<file path="config.mk">
export PLATFORM = sky130hd
export DESIGN_NAME = bcd_clock_core
export DESIGN_NICKNAME = d
export VERILOG_FILES = /design/src/rtl/bcd_clk_pkg.sv /design/src/rtl/bcd_clk_prescaler.sv /design/src/rtl/bcd_clk_hour_step.sv /design/src/rtl/bcd_clk_date_step.sv /design/src/rtl/bcd_clock_core.sv
export SDC_FILE = /design/constraint.sdc
export NUM_CORES = 1
export LEC_CHECK = 0
export ABC_AREA = 1
export CAP_MARGIN = 20
export CORE_MARGIN = 2
export CORE_UTILIZATION = 63
export CTS_BUF_LIST = sky130_fd_sc_hd__clkbuf_16
export CTS_CLUSTER_DIAMETER = 80
export DETAILED_ROUTE_END_ITERATION = 7
export GPL_TIMING_DRIVEN = 0
export PLACE_DENSITY = 0.82
export SYNTH_ARGS = -nofsm -noshare
export SYNTH_HDL_FRONTEND = slang
export SYNTH_HIERARCHICAL = 1
export SYNTH_SLANG_ARGS = --single-unit
</file>
<file path="constraint.sdc">
create_clock -name clk -period 2.8 [get_ports clk]
set_input_delay 0.7 -clock clk [delete_from_list [all_inputs] [get_ports clk]]
set_output_delay 0.7 -clock clk [all_outputs]
set_load 0.01 [all_outputs]
</file>
<file path="src/rtl/bcd_clk_pkg.sv">
package bcd_clk_pkg;

    localparam int NUM_FIELDS = 7;
    localparam int ADDR_W     = 3;

    typedef enum logic [ADDR_W-1:0] {
        FLD_SEC  = 3'd0,
        FLD_MIN  = 3'd1,
        FLD_HOUR = 3'd2,
        FLD_WDAY = 3'd3,
        FLD_MDAY = 3'd4,
        FLD_MON  = 3'd5,
        FLD_YEAR = 3'd6
    } field_e;

    typedef struct packed {
        logic [7:0] sec;
        logic [7:0] min;
        logic [7:0] hour;
        logic [7:0] wday;
        logic [7:0] mday;
        logic [7:0] mon;
        logic [7:0] year;
    } cal_t;

    typedef struct packed {
        cal_t t;
        logic pulse;
    } core_t;

    // Two-digit BCD increment without range wrap.
    function automatic logic [7:0] bcd_step(input logic [7:0] v);
        if (v[3:0] >= 4'd9) return {v[7:4] + 4'd1, 4'd0};
        else                return {v[7:4], v[3:0] + 4'd1};
    endfunction

    // Last valid BCD day of a BCD month in a given BCD year.
    function automatic logic [7:0] last_day(input logic [7:0] mon, input logic [7:0] year);
        logic [7:0] ybin;
        ybin = 8'(year[7:4]) * 8'd10 + 8'(year[3:0]);
        case (mon)
            8'h02:                   return (ybin[1:0] == 2'b00) ? 8'h29 : 8'h28;
            8'h04, 8'h06, 8'h09, 8'h11: return 8'h30;
            default:                 return 8'h31;
        endcase
    endfunction

endpackage

</file>
<file path="src/rtl/bcd_clk_prescaler.sv">
module bcd_clk_prescaler #(
    parameter int TICKS_PER_SEC = 32768
) (
    input  logic clk,
    input  logic rst_n,
    input  logic osc_tick_i,
    input  logic run_i,
    input  logic restart_i,
    output logic sec_strobe_o
);
    localparam int CW = (TICKS_PER_SEC > 2) ? $clog2(TICKS_PER_SEC) : 1;
    localparam logic [CW-1:0] LAST = CW'(TICKS_PER_SEC - 1);

    logic [CW-1:0] cnt_d, cnt_q;

    always_comb begin
        cnt_d        = cnt_q;
        sec_strobe_o = 1'b0;
        if (restart_i) begin
            cnt_d = '0;
        end else if (run_i && osc_tick_i) begin
            if (cnt_q == LAST) begin
                cnt_d        = '0;
                sec_strobe_o = 1'b1;
            end else begin
                cnt_d = cnt_q + 1'b1;
            end
        end
    end

    always_ff @(posedge clk or negedge rst_n) begin
        if (!rst_n) cnt_q <= '0;
        else        cnt_q <= cnt_d;
    end
endmodule

</file>
<file path="src/rtl/bcd_clk_hour_step.sv">
module bcd_clk_hour_step (
    input  logic [7:0] hour_i,
    output logic [7:0] hour_o,
    output logic       day_carry_o
);
    import bcd_clk_pkg::*;

    logic [7:0] stepped;

    always_comb begin
        stepped     = bcd_step({3'b000, hour_i[4:0]});
        hour_o      = hour_i;
        day_carry_o = 1'b0;
        if (hour_i[6]) begin
            // 12-hour format: 12, 01 .. 11, PM flag in bit 5
            if (hour_i[4:0] >= 5'h12) begin
                hour_o = {hour_i[7:5], 5'h01};
            end else if (hour_i[4:0] == 5'h11) begin
                hour_o      = {hour_i[7:6], ~hour_i[5], 5'h12};
                day_carry_o = hour_i[5];
            end else begin
                hour_o = {hour_i[7:5], stepped[4:0]};
            end
        end else begin
            if (hour_i[5:0] >= 6'h23) begin
                hour_o      = {hour_i[7:6], 6'h00};
                day_carry_o = 1'b1;
            end else begin
                stepped = bcd_step({2'b00, hour_i[5:0]});
                hour_o  = {hour_i[7:6], stepped[5:0]};
            end
        end
    end
endmodule

</file>
<file path="src/rtl/bcd_clk_date_step.sv">
module bcd_clk_date_step (
    input  logic       carry_i,
    input  logic [7:0] wday_i,
    input  logic [7:0] mday_i,
    input  logic [7:0] mon_i,
    input  logic [7:0] year_i,
    output logic [7:0] wday_o,
    output logic [7:0] mday_o,
    output logic [7:0] mon_o,
    output logic [7:0] year_o
);
    import bcd_clk_pkg::*;

    always_comb begin
        wday_o = wday_i;
        mday_o = mday_i;
        mon_o  = mon_i;
        year_o = year_i;
        if (carry_i) begin
            wday_o = (wday_i >= 8'd7 || wday_i == 8'd0) ? 8'd1 : wday_i + 8'd1;
            if (mday_i >= last_day(mon_i, year_i)) begin
                mday_o = 8'h01;
                if (mon_i >= 8'h12) begin
                    mon_o  = 8'h01;
                    year_o = (year_i >= 8'h99) ? 8'h00 : bcd_step(year_i);
                end else begin
                    mon_o = bcd_step(mon_i);
                end
            end else begin
                mday_o = bcd_step(mday_i);
            end
        end
    end
endmodule

</file>
<file path="src/rtl/bcd_clock_core.sv">
module bcd_clock_core #(
    parameter int TICKS_PER_SEC = 32768
) (
    input  logic       clk,
    input  logic       rst_n,
    input  logic       osc_tick_i,
    input  logic       osc_off_i,
    input  logic       wr_en_i,
    input  logic [2:0] addr_i,
    input  logic [7:0] wdata_i,
    output logic [7:0] rdata_o,
    output logic       sec_pulse_o
);
    import bcd_clk_pkg::*;

    localparam cal_t CAL_RESET = '{sec: 8'h00, min: 8'h00, hour: 8'h00, wday: 8'h01,
                                   mday: 8'h01, mon: 8'h01, year: 8'h00};

    core_t state_d, state_q;

    logic       wr_hit;
    logic       sec_strobe;
    logic       sec_wrap, min_wrap;
    logic [7:0] hour_next;
    logic       hour_carry;
    logic       date_carry;
    logic [7:0] wday_next, mday_next, mon_next, year_next;

    assign wr_hit     = wr_en_i && (int'(addr_i) < NUM_FIELDS);
    assign sec_wrap   = state_q.t.sec >= 8'h59;
    assign min_wrap   = state_q.t.min >= 8'h59;
    assign date_carry = sec_wrap && min_wrap && hour_carry;

    bcd_clk_prescaler #(.TICKS_PER_SEC(TICKS_PER_SEC)) u_presc (
        .clk         (clk),
        .rst_n       (rst_n),
        .osc_tick_i  (osc_tick_i),
        .run_i       (!osc_off_i),
        .restart_i   (wr_hit),
        .sec_strobe_o(sec_strobe)
    );

    bcd_clk_hour_step u_hour (
        .hour_i     (state_q.t.hour),
        .hour_o     (hour_next),
        .day_carry_o(hour_carry)
    );

    bcd_clk_date_step u_date (
        .carry_i(date_carry),
        .wday_i (state_q.t.wday),
        .mday_i (state_q.t.mday),
        .mon_i  (state_q.t.mon),
        .year_i (state_q.t.year),
        .wday_o (wday_next),
        .mday_o (mday_next),
        .mon_o  (mon_next),
        .year_o (year_next)
    );

    always_comb begin
        state_d       = state_q;
        state_d.pulse = 1'b0;
        if (wr_hit) begin
            case (field_e'(addr_i))
                FLD_SEC:  state_d.t.sec  = wdata_i;
                FLD_MIN:  state_d.t.min  = wdata_i;
                FLD_HOUR: state_d.t.hour = wdata_i;
                FLD_WDAY: state_d.t.wday = wdata_i;
                FLD_MDAY: state_d.t.mday = wdata_i;
                FLD_MON:  state_d.t.mon  = wdata_i;
                default:  state_d.t.year = wdata_i;
            endcase
        end else if (sec_strobe) begin
            state_d.pulse = 1'b1;
            state_d.t.sec = sec_wrap ? 8'h00 : bcd_step(state_q.t.sec);
            if (sec_wrap) begin
                state_d.t.min = min_wrap ? 8'h00 : bcd_step(state_q.t.min);
                if (min_wrap) state_d.t.hour = hour_next;
            end
            state_d.t.wday = wday_next;
            state_d.t.mday = mday_next;
            state_d.t.mon  = mon_next;
            state_d.t.year = year_next;
        end
    end

    always_ff @(posedge clk or negedge rst_n) begin
        if (!rst_n) state_q <= '{t: CAL_RESET, pulse: 1'b0};
        else        state_q <= state_d;
    end

    always_comb begin
        case (addr_i)
            3'd0:    rdata_o = state_q.t.sec;
            3'd1:    rdata_o = state_q.t.min;
            3'd2:    rdata_o = state_q.t.hour;
            3'd3:    rdata_o = state_q.t.wday;
            3'd4:    rdata_o = state_q.t.mday;
            3'd5:    rdata_o = state_q.t.mon;
            3'd6:    rdata_o = state_q.t.year;
            default: rdata_o = 8'h00;
        endcase
    end

    assign sec_pulse_o = state_q.pulse;
endmodule

</file>
After elaboration in Yosys (flattened, before gate mapping)
Cells that the tools add are included.
Cells by class
  $add $sub $neg: 16
  multipliers: 1
  $lt $le $gt $ge: 15
  eq/ne operators: 23
  multiplexer cells: 50
  bitwise logic cells: 1
  reductions and logical operators: 39
Operators with widths (count)
  $mux 8: 29
  $mux 57: 1
  $mux 56: 1
  $pmux 8 s7: 1
  $mux 15: 3
  $add 4x1->4 const B: 11
  $ge 4x4->1 const B: 6
  $mux 6: 3
  $eq 8x3->1 const B: 2
  $ge 8x7->1 const B: 2
  $mux 16: 1
  $pmux 8 s2: 1
  $reduce_and 4->1: 4
  $add 15x1->15 const B: 1
  $eq 15x15->1 const B: 1
  $reduce_bool 3->1: 5
  $ne 2x2->1 const B: 7
  $reduce_bool 2->1: 7
  $reduce_and 3->1: 4
  $reduce_and 6->1: 2
  $reduce_and 5->1: 2
  $eq 3x3->1 const B: 3
  $mux 1: 9
  $add 8x1->8 const B: 1
  33 further kinds: 38
Word-level totals
  register bits after elaboration: 72
  bits of input ports: 16
  word-level logic and storage cells: 162

Logic depth before layout (Yosys ltp)
Gate-level depths: netlist (run 1).
  depth in word-level cells: 11
  mapped depth: 21
  depth with buffers taken out: 21

Hierarchy
The synthesis (run 1) kept the hierarchy.
Modules (own cells, without submodules)
  bcd_clock_core: instances 1, cells each 473, area an instance 3590.9 µm²
  bcd_clk_date_step: instances 1, cells each 227, area an instance 1232.4 µm²
  bcd_clk_prescaler: instances 1, cells each 126, area an instance 915.9 µm²
  bcd_clk_hour_step: instances 1, cells each 75, area an instance 471.7 µm²

Least setup slack after synthesis (run 1)
Ideal clock, no wire load.
  path type: reg2reg
  start point: register state_q[9] (netlist bit)
  end point: register state_q[4] (netlist bit)
  setup time: 130 ps
  arrival: 2423 ps
  data required time: 2670 ps
  setup slack: 247 ps
  stages on the path, launching flop included: 20
  buffers on the path: 1
  period minus slack after synthesis: 2553 ps
  cell sequence: dfstp_2 inv_1 ha_1 o21ai_0 o21ai_0 a21oi_1 nand2_1 o21ai_0 ha_1 nor2_1 nand2_1 nand2_1 nand2_2 nand3_4 nor2_4 buf_6 o21ai_1 inv_1 nand2_1 o211ai_2
Between the ends
  cells in the longest elaborated chain, start to end: 7
RTL lines
  from (decl): line bcd_clock_core.sv:19  | core_t state_d, state_q;
  from (signal assigned): line bcd_clock_core.sv:89  | if (!rst_n) state_q <= '{t: CAL_RESET, pulse: 1'b0};
  from (signal assigned): line bcd_clock_core.sv:90  | else state_q <= state_d;
  $eq 8x3->1, or another cell as far along: line bcd_clk_pkg.sv:41  | case (mon)
  $reduce_or 4->1: line bcd_clk_pkg.sv:41
  $pmux 8 s2: line bcd_clk_pkg.sv:41
  $mux 8: line bcd_clk_date_step.sv:19  | if (carry_i) begin
  $ge 8x8->1: line bcd_clk_date_step.sv:21  | if (mday_i >= last_day(mon_i, year_i)) begin
  $reduce_bool 2->1 (no line)
  $reduce_and 5->1 (no line) *
Mark *: on every way between the ends. The rest lies on a longest branch, timed or not. The select of a mux whose other input is x is not followed.
A chain may end at the register's enable or synchronous reset.

Worst setup path in the final report (run 1)
  start point: register state_q[16] (netlist bit)
  end point: register state_q[19] (netlist bit)
Between the ends
  cells in the longest elaborated chain, start to end: 9
RTL lines
  $eq 8x3->1, or another cell as far along: line bcd_clk_pkg.sv:41
  $reduce_or 4->1: line bcd_clk_pkg.sv:41
  $pmux 8 s2 *: line bcd_clk_pkg.sv:41
  $mux 8 *: line bcd_clk_date_step.sv:19
  $ge 8x8->1 *: line bcd_clk_date_step.sv:21
  $mux 8 *: line bcd_clk_date_step.sv:21
  $mux 8 *: line bcd_clk_date_step.sv:19
  named net mday_next[2]: line bcd_clock_core.sv:27  | logic [7:0] wday_next, mday_next, mon_next, year_next;
  $mux 57 *: line bcd_clock_core.sv:74  | end else if (sec_strobe) begin
  $mux 56 *: line bcd_clock_core.sv:64  | if (wr_hit) begin
Mark *: on every way through the listed nets, which the timed path passes. The rest lies on a longest branch. The select of a mux whose other input is x is not followed.

==> results of run 1 <==
## repair_timing
action | 4_1_cts | 5_1_grt
buffers inserted | 9 | 8
setup endpoints to repair | 28 | 20
pin swaps | 5 | 13
cloned | 0 | 0
gates resized for setup | 42 | 32
hold endpoints to repair | 0 | 0
## critical path, cell delays in order (launching register included)
cell	delay (ns)
dfrtp_1	0.43
nor2_1	0.20
inv_1	0.16
nor2_1	0.19
nand3_2	0.13
nand2_1	0.12
o21ai_2	0.06
ha_1	0.29
nor2_1	0.10
nand2_1	0.06
nand2_1	0.07
nand2_2	0.08
nand3_4	0.11
buf_6	0.14
buf_8	0.14
buf_8	0.13
nand4_1	0.08
inv_1	0.07
nand2_1	0.05
o211ai_1	0.09
## report_power, final
part	internal (µW)	total [µW]	leakage, µW	switching [µW]
logic	566	1480	0.00258	918
registers	1220	1500	0.000939	280
clock network	684	1150	0.000144	465
total	2470	4130	0.00367	1660
## final timing paths
kind,start,end,slack (ns),cells after the start
setup / recovery,state_q[16],state_q[19],-0.008,19
hold / removal,rst_n,state_q[13],0.27,1
setup reg to reg,state_q[16],state_q[19],-0.008,19
hold reg to reg,state_q[40],state_q[40],0.52,2
max in group asynchronous,rst_n,state_q[34],1.95,2
min in group clk,state_q[40],state_q[40],0.52,2
## per-stage QoR
stage	util (%)	power (µW)	std cells	cell area, µm²
after floorplan	-	2440	901	6210
after global routing	74.5	4370	1090	7210
after CTS	72.7	4010	1082	7040
after detailed placement	68.4	2850	1057	6620
after global placement	68.1	2780	1056	6600
final	74.5	4130	1090	7210
## flip-flops by register name (all words and copies together) (netlist names)
signal,count
u_presc/cnt_q,15
state_q,56
sec_pulse_o,1
## layout by cell type (no fill, tap or decap), drive strengths merged, types with 11 or more instances in the layout
cell type	count
a21oi	29
buf	39
clkdlybuf4s50	12
dfrtp	69
ha	39
inv	131
nand2	333
nand3	59
nand4	11
nor2	94
o211ai	36
o21ai	37
## routing by layer
layer  track usage (%)  vias to the layer above
met5                 0                        -
met4              14.3                        0
met3              5.58                       57
met2              58.0                      325
met1              45.7                     2922
li1                  -                     2978
## logic make-up after synthesis
family / Yosys count / synth area share (%)
AO/OA/AOI/OAI: 120 / 13.0
AND/OR/NAND/NOR: 510 / 37.9
flip-flops: 72 / 29.1
XOR/XNOR: 11 / 1.55
buffers and inverters: 149 / 10.6
adder cells (fa/ha/maj): 39 / 7.86
## cell type report
type	instances	area (µm²)
tap	133	166
sequential	72	1810
buffer	19	175
multi-input combinational	680	3890
inverter	130	502
clock buffer	9	225
fill	779	2470
clock inverter	7	66.3
timing repair buffer	40	379
==> summary.md, run 1 <==
| Metric | Value |
|---|---|
| Outcome | complete, but fails checks |
| Failing checks | negative setup slack |
| Root buf cell | clkbuf_16 |
| Post-route DRC | 0 |
| Top-count cell post-synth | nand2_1 |
| Worst slack at placement | -0.806 ns |
| Max H-tree Level | 3 |
| Chip width | 103 µm |
| Final ANT Viol Nets | 0 |
| Initial DRC count | 508 |
| CP Class | flip-flop to flip-flop |
| Syn_area_per_cell | 6.89 µm² |
| Worst EP required | 3.04 ns |
| Worst VDD drop | 0.417 mV |
| Commonest register cell after synthesis | dfrtp_1 |
| CP Max Fanout | 6 |
| Dpl hpwl | 12700 µm |
| Vias in the first global route | 5913 |
| Net Count, Synth | 956 |
| Synth cell count leaders | nand2_1 (307), inv_1 (113), nor2_1 (78) |
| PortBufs | 22 |
| Crit path DAT | 3.05 ns |
| Initial cell density of the core | 64.1% |
| # hold bufs at CTS | 0 |
| Post-synth top area cell | dfrtp_1 |
| Post-synth EDFFs | 0 |
| Core Footprint | 0.00968 mm² |
| All-Layer GR Usage | 35.0% |
| Max Transition Viols Final | 0 |
| Layout cells sized above 1 | 18.4% |
| Setup ws final | -0.00768 ns |
| Rel. slew slack | 58.8% |
| Die area | 0.0107 mm² |
| Fin nets | 1007 |
| DR WL/cell | 16.6 µm |
| Clk slew on worst S/H paths | 0.06 ns |
| Synth cell types | 43 |
| Die H | 103 µm |
| Met2 routed WL | 8680 µm |
| Ys Warns | 6 |
| Fin crit share | 100% |
| Synth top area cells | dfrtp_1 (28%), nand2_1 (19%), ha_1 (7.9%) |
| Fin crit period | 2.81 ns |
| Inserted Clock Buffers | 9 |
| Tightest hold margin | 0.272 ns |
| Tightest Pin Transition | 0.616 ns |
| TritonCTS clock tree | done |
| Via count | 6282 |
| Drt first pass iters | 6 |
| Mapped Cells | 901 |
| Gpl congestion | 0.991 |
| Max-cap violations | 0 |
| Async S/R FF share, synth | 100% |
| DR vias/cell | 5.76 |
| Highest Signal Layer | met4 |
| Initial antenna violation count | 0 |
| Register area share after synthesis | 29.1% |
| WL final | 18100 µm |
| Worst hold path type | input pin to asynchronous set/reset pin |
| Netlist Area Pre-Place | 0.00621 mm² |
| Met3 wire len | 1540 µm |
| TritonCTS Sinks | 72 |
| Clock Latency Late Sink | 0.33 ns |
| CP startpoint kind | flip-flop |
| Largest net degree at the start of global routing | 50 |
| Post-route setup TNS | -0.00768 ns |
| Clock skew | 0.00851 ns |
| Row count | 36 |
| I/O pins | 25 |
| CP Capture Type | flip-flop |
| Global-route wire length before repair | 28700 µm |
| RSZ-0062 raised after global routing | yes |
| Leak Pwr | 0.00367 µW |
| Met1 Routed Length | 7290 µm |
| Synth-to-Final Area Change | 16.1% |
| Post-synth top area share | 27.8% |
| Fmax | 356 MHz |
| Antenna cells | 0 |
| #FFs+latches synth | 72 |
| Hold Fails Final Rpt | 0 |
| Longest Clk Path Bufs | 2 |
| # setup viols final | 1 |
| Total grt overflow | 0 |
| Power density over the cells | 573 mW/mm² |
Power figures use the tool's default switching activity.
==> run 2, diff against run 1 <==
--- a/config.mk
+++ b/config.mk
@@ -8,12 +8,11 @@
 export ABC_AREA = 1
 export CAP_MARGIN = 20
 export CORE_MARGIN = 2
-export CORE_UTILIZATION = 63
+export CORE_UTILIZATION = 45
 export CTS_BUF_LIST = sky130_fd_sc_hd__clkbuf_16
 export CTS_CLUSTER_DIAMETER = 80
 export DETAILED_ROUTE_END_ITERATION = 7
 export GPL_TIMING_DRIVEN = 0
-export PLACE_DENSITY = 0.82
 export SYNTH_ARGS = -nofsm -noshare
 export SYNTH_HDL_FRONTEND = slang
 export SYNTH_HIERARCHICAL = 1
==> summary.md, run 2 (synthesis results as in run 1) <==
| Metric | Value |
|---|---|
| Crit path DAT | 2.93 ns (was 3.05 ns) |
| Tightest Pin Transition | 0.619 ns (was 0.616 ns) |
| Inserted Clock Buffers | 9 (unchanged) |
| Die H | 121 µm (was 103 µm) |
| PortBufs | 22 (unchanged) |
| Drt first pass iters | 5 (was 6) |
| Synth-to-Final Area Change | 17.5% (was 16.1%) |
| Post-route DRC | 0 (unchanged) |
| Row count | 42 (was 36) |
| Max H-tree Level | 3 (unchanged) |
| Worst EP required | 3.02 ns (was 3.04 ns) |
| CP Class | flip-flop to flip-flop (unchanged) |
| Total grt overflow | 0 (unchanged) |
| All-Layer GR Usage | 24.9% (was 35.0%) |
| Worst hold path type | input pin to asynchronous set/reset pin (unchanged) |
| Final Core Density | 54.7% (was 74.5%) |
| Clock Latency Late Sink | 0.35 ns (was 0.33 ns) |
| Rel. slew slack | 58.6% (was 58.8%) |
| WL final | 17500 µm (was 18100 µm) |
| Global-route wire length before repair | 28100 µm (was 28700 µm) |
| Commonest non-fill, non-tap cell in the layout | nand2_1 (unchanged) |
| Via count | 5836 (was 6282) |
| # setup viols final | 0 (was 1) |
| Root buf cell | clkbuf_16 (unchanged) |
| Largest net degree at the start of global routing | 43 (was 50) |
| Power density over the cells | 545 mW/mm² (was 573 mW/mm²) |
| Dpl hpwl | 12700 µm (about the same) |
| Max reg flops | 56 (unchanged) |
| Top reg by flops | state_q (unchanged) |
| Fmax | 368 MHz (was 356 MHz) |
| Max-cap violations | 0 (unchanged) |
| RSZ-0062 raised after global routing | yes (unchanged) |
| Antenna cells | 0 (unchanged) |
| DR vias/cell | 5.14 (was 5.76) |
| Tightest hold margin | 0.288 ns (was 0.272 ns) |
| Post-route insts no fill | 1136 (was 1090) |
| Die area | 0.0148 mm² (was 0.0107 mm²) |
| Layout cells sized above 1 | 19.6% (was 18.4%) |
| Initial DRC count | 359 (was 508) |
| DR WL/cell | 15.4 µm (was 16.6 µm) |
| Gpl congestion | 0.911 (was 0.991) |
| Design Power | 3980 µW (was 4130 µW) |
| Outcome | complete, no violations (was complete, but fails checks) |
| Max Transition Viols Final | 0 (unchanged) |
| TritonCTS clock tree | done (unchanged) |
| Leak Pwr | 0.00366 µW (was 0.00367 µW) |
| Dpl cells | 1100 (was 1057) |
| Fin crit period | 2.72 ns (was 2.81 ns) |
| Register-to-Register Path Depth | 21 (was 19) |
| CP startpoint kind | flip-flop (unchanged) |
| CP Capture Type | flip-flop (unchanged) |
| Post-route setup TNS | 0 ns (was -0.00768 ns) |
| Initial antenna violation count | 0 (unchanged) |
| Initial cell density of the core | 46.5% (was 64.1%) |
| Fin crit share | 97.0% (was 100%) |
| TritonCTS Sinks | 72 (unchanged) |
| Final ANT Viol Nets | 0 (unchanged) |
| Chip width | 121 µm (was 103 µm) |
| Hold Fails Final Rpt | 0 (unchanged) |
| Clk slew on worst S/H paths | 0.06 ns (about the same) |
| Longest Clk Path Bufs | 2 (unchanged) |
| I/O pins | 25 (unchanged) |
| Fin nets | 1010 (was 1007) |
| CP Max Fanout | 6 (unchanged) |
| Vias in the first global route | 5299 (was 5913) |
| Worst VDD drop | 0.309 mV (was 0.417 mV) |
| Most frequent cells in the layout | nand2_1 (302), inv_1 (108), nor2_1 (68) (was nand2_1 (303), inv_1 (111), nor2_1 (74)) |
| Clock skew | 0.00909 ns (was 0.00851 ns) |
| Core Footprint | 0.0133 mm² (was 0.00968 mm²) |
[run 2: worst max-delay path: stages (launching register included)]
cell and delay (ns):
dfstp_2 0.56, buf_6 0.11, ha_4 0.12, inv_2 0.04, o21ai_2 0.14, a21oi_2 0.08
nand2_1 0.08, o21ai_2 0.06, ha_1 0.28, nor2_1 0.04, nand2_1 0.07, nand2_1 0.07
nand2_2 0.11, nand3_4 0.11, buf_6 0.15, buf_12 0.13, nor2_4 0.11, nand2_1 0.06
nand2_1 0.07, nor2_1 0.04, nand2_1 0.08, o211ai_2 0.07
[run 2: stage by stage]
| stage | cell area, µm² | worst slack [ns] |
|---|---|---|
| after floorplan | 6210 | 0.247 |
| after detailed placement | 6680 | -0.839 |
| after global routing | 7300 | -0.0814 |
| after CTS | 7030 | 0.0267 |
| final | 7300 | 0.0847 |
| after global placement | 6650 | -1.66 |
[run 2: worst paths after layout]
kind                                  start          end  slack (ns)
worst max register to register   state_q[9]   state_q[5]        0.08
worst min-delay path                  rst_n  state_q[18]        0.29
worst max-delay path             state_q[9]   state_q[5]        0.08
min in group clk                state_q[48]  state_q[48]        0.51
worst min register to register  state_q[48]  state_q[48]        0.51
max in group asynchronous             rst_n   state_q[9]        1.90
[run 2: cell type report]
cell class | count | area [µm²]
tap | 176 | 220
buffer | 19 | 171
multi-input combinational | 680 | 3910
clock inverter | 7 | 32.5
timing repair buffer | 43 | 428
fill | 1406 | 6050
inverter | 130 | 502
sequential | 72 | 1810
clock buffer | 9 | 225
[run 2: timing repair]
action	4_1_cts	5_1_grt
buffers inserted	4	15
pin swaps	2	24
hold buffers	0	0
cloned	1	0
endpoints found under the setup margin	29	22
gates resized for setup	33	49
[run 2: power by group]
group          internal (µW)  switching [µW]
registers               1220             272
logic                    567             882
clock network            584             455
total                   2370            1610
[run 2: routing by layer]
metal  global-route usage, %  vias to the layer above  share of wire (%)
met3                    3.34                       26                5.6
met1                    36.2                     2678                 49
met2                    37.7                      136                 43
met4                    8.98                        0                2.3
met5                       0                        -                  0
li1                        -                     2996                  -
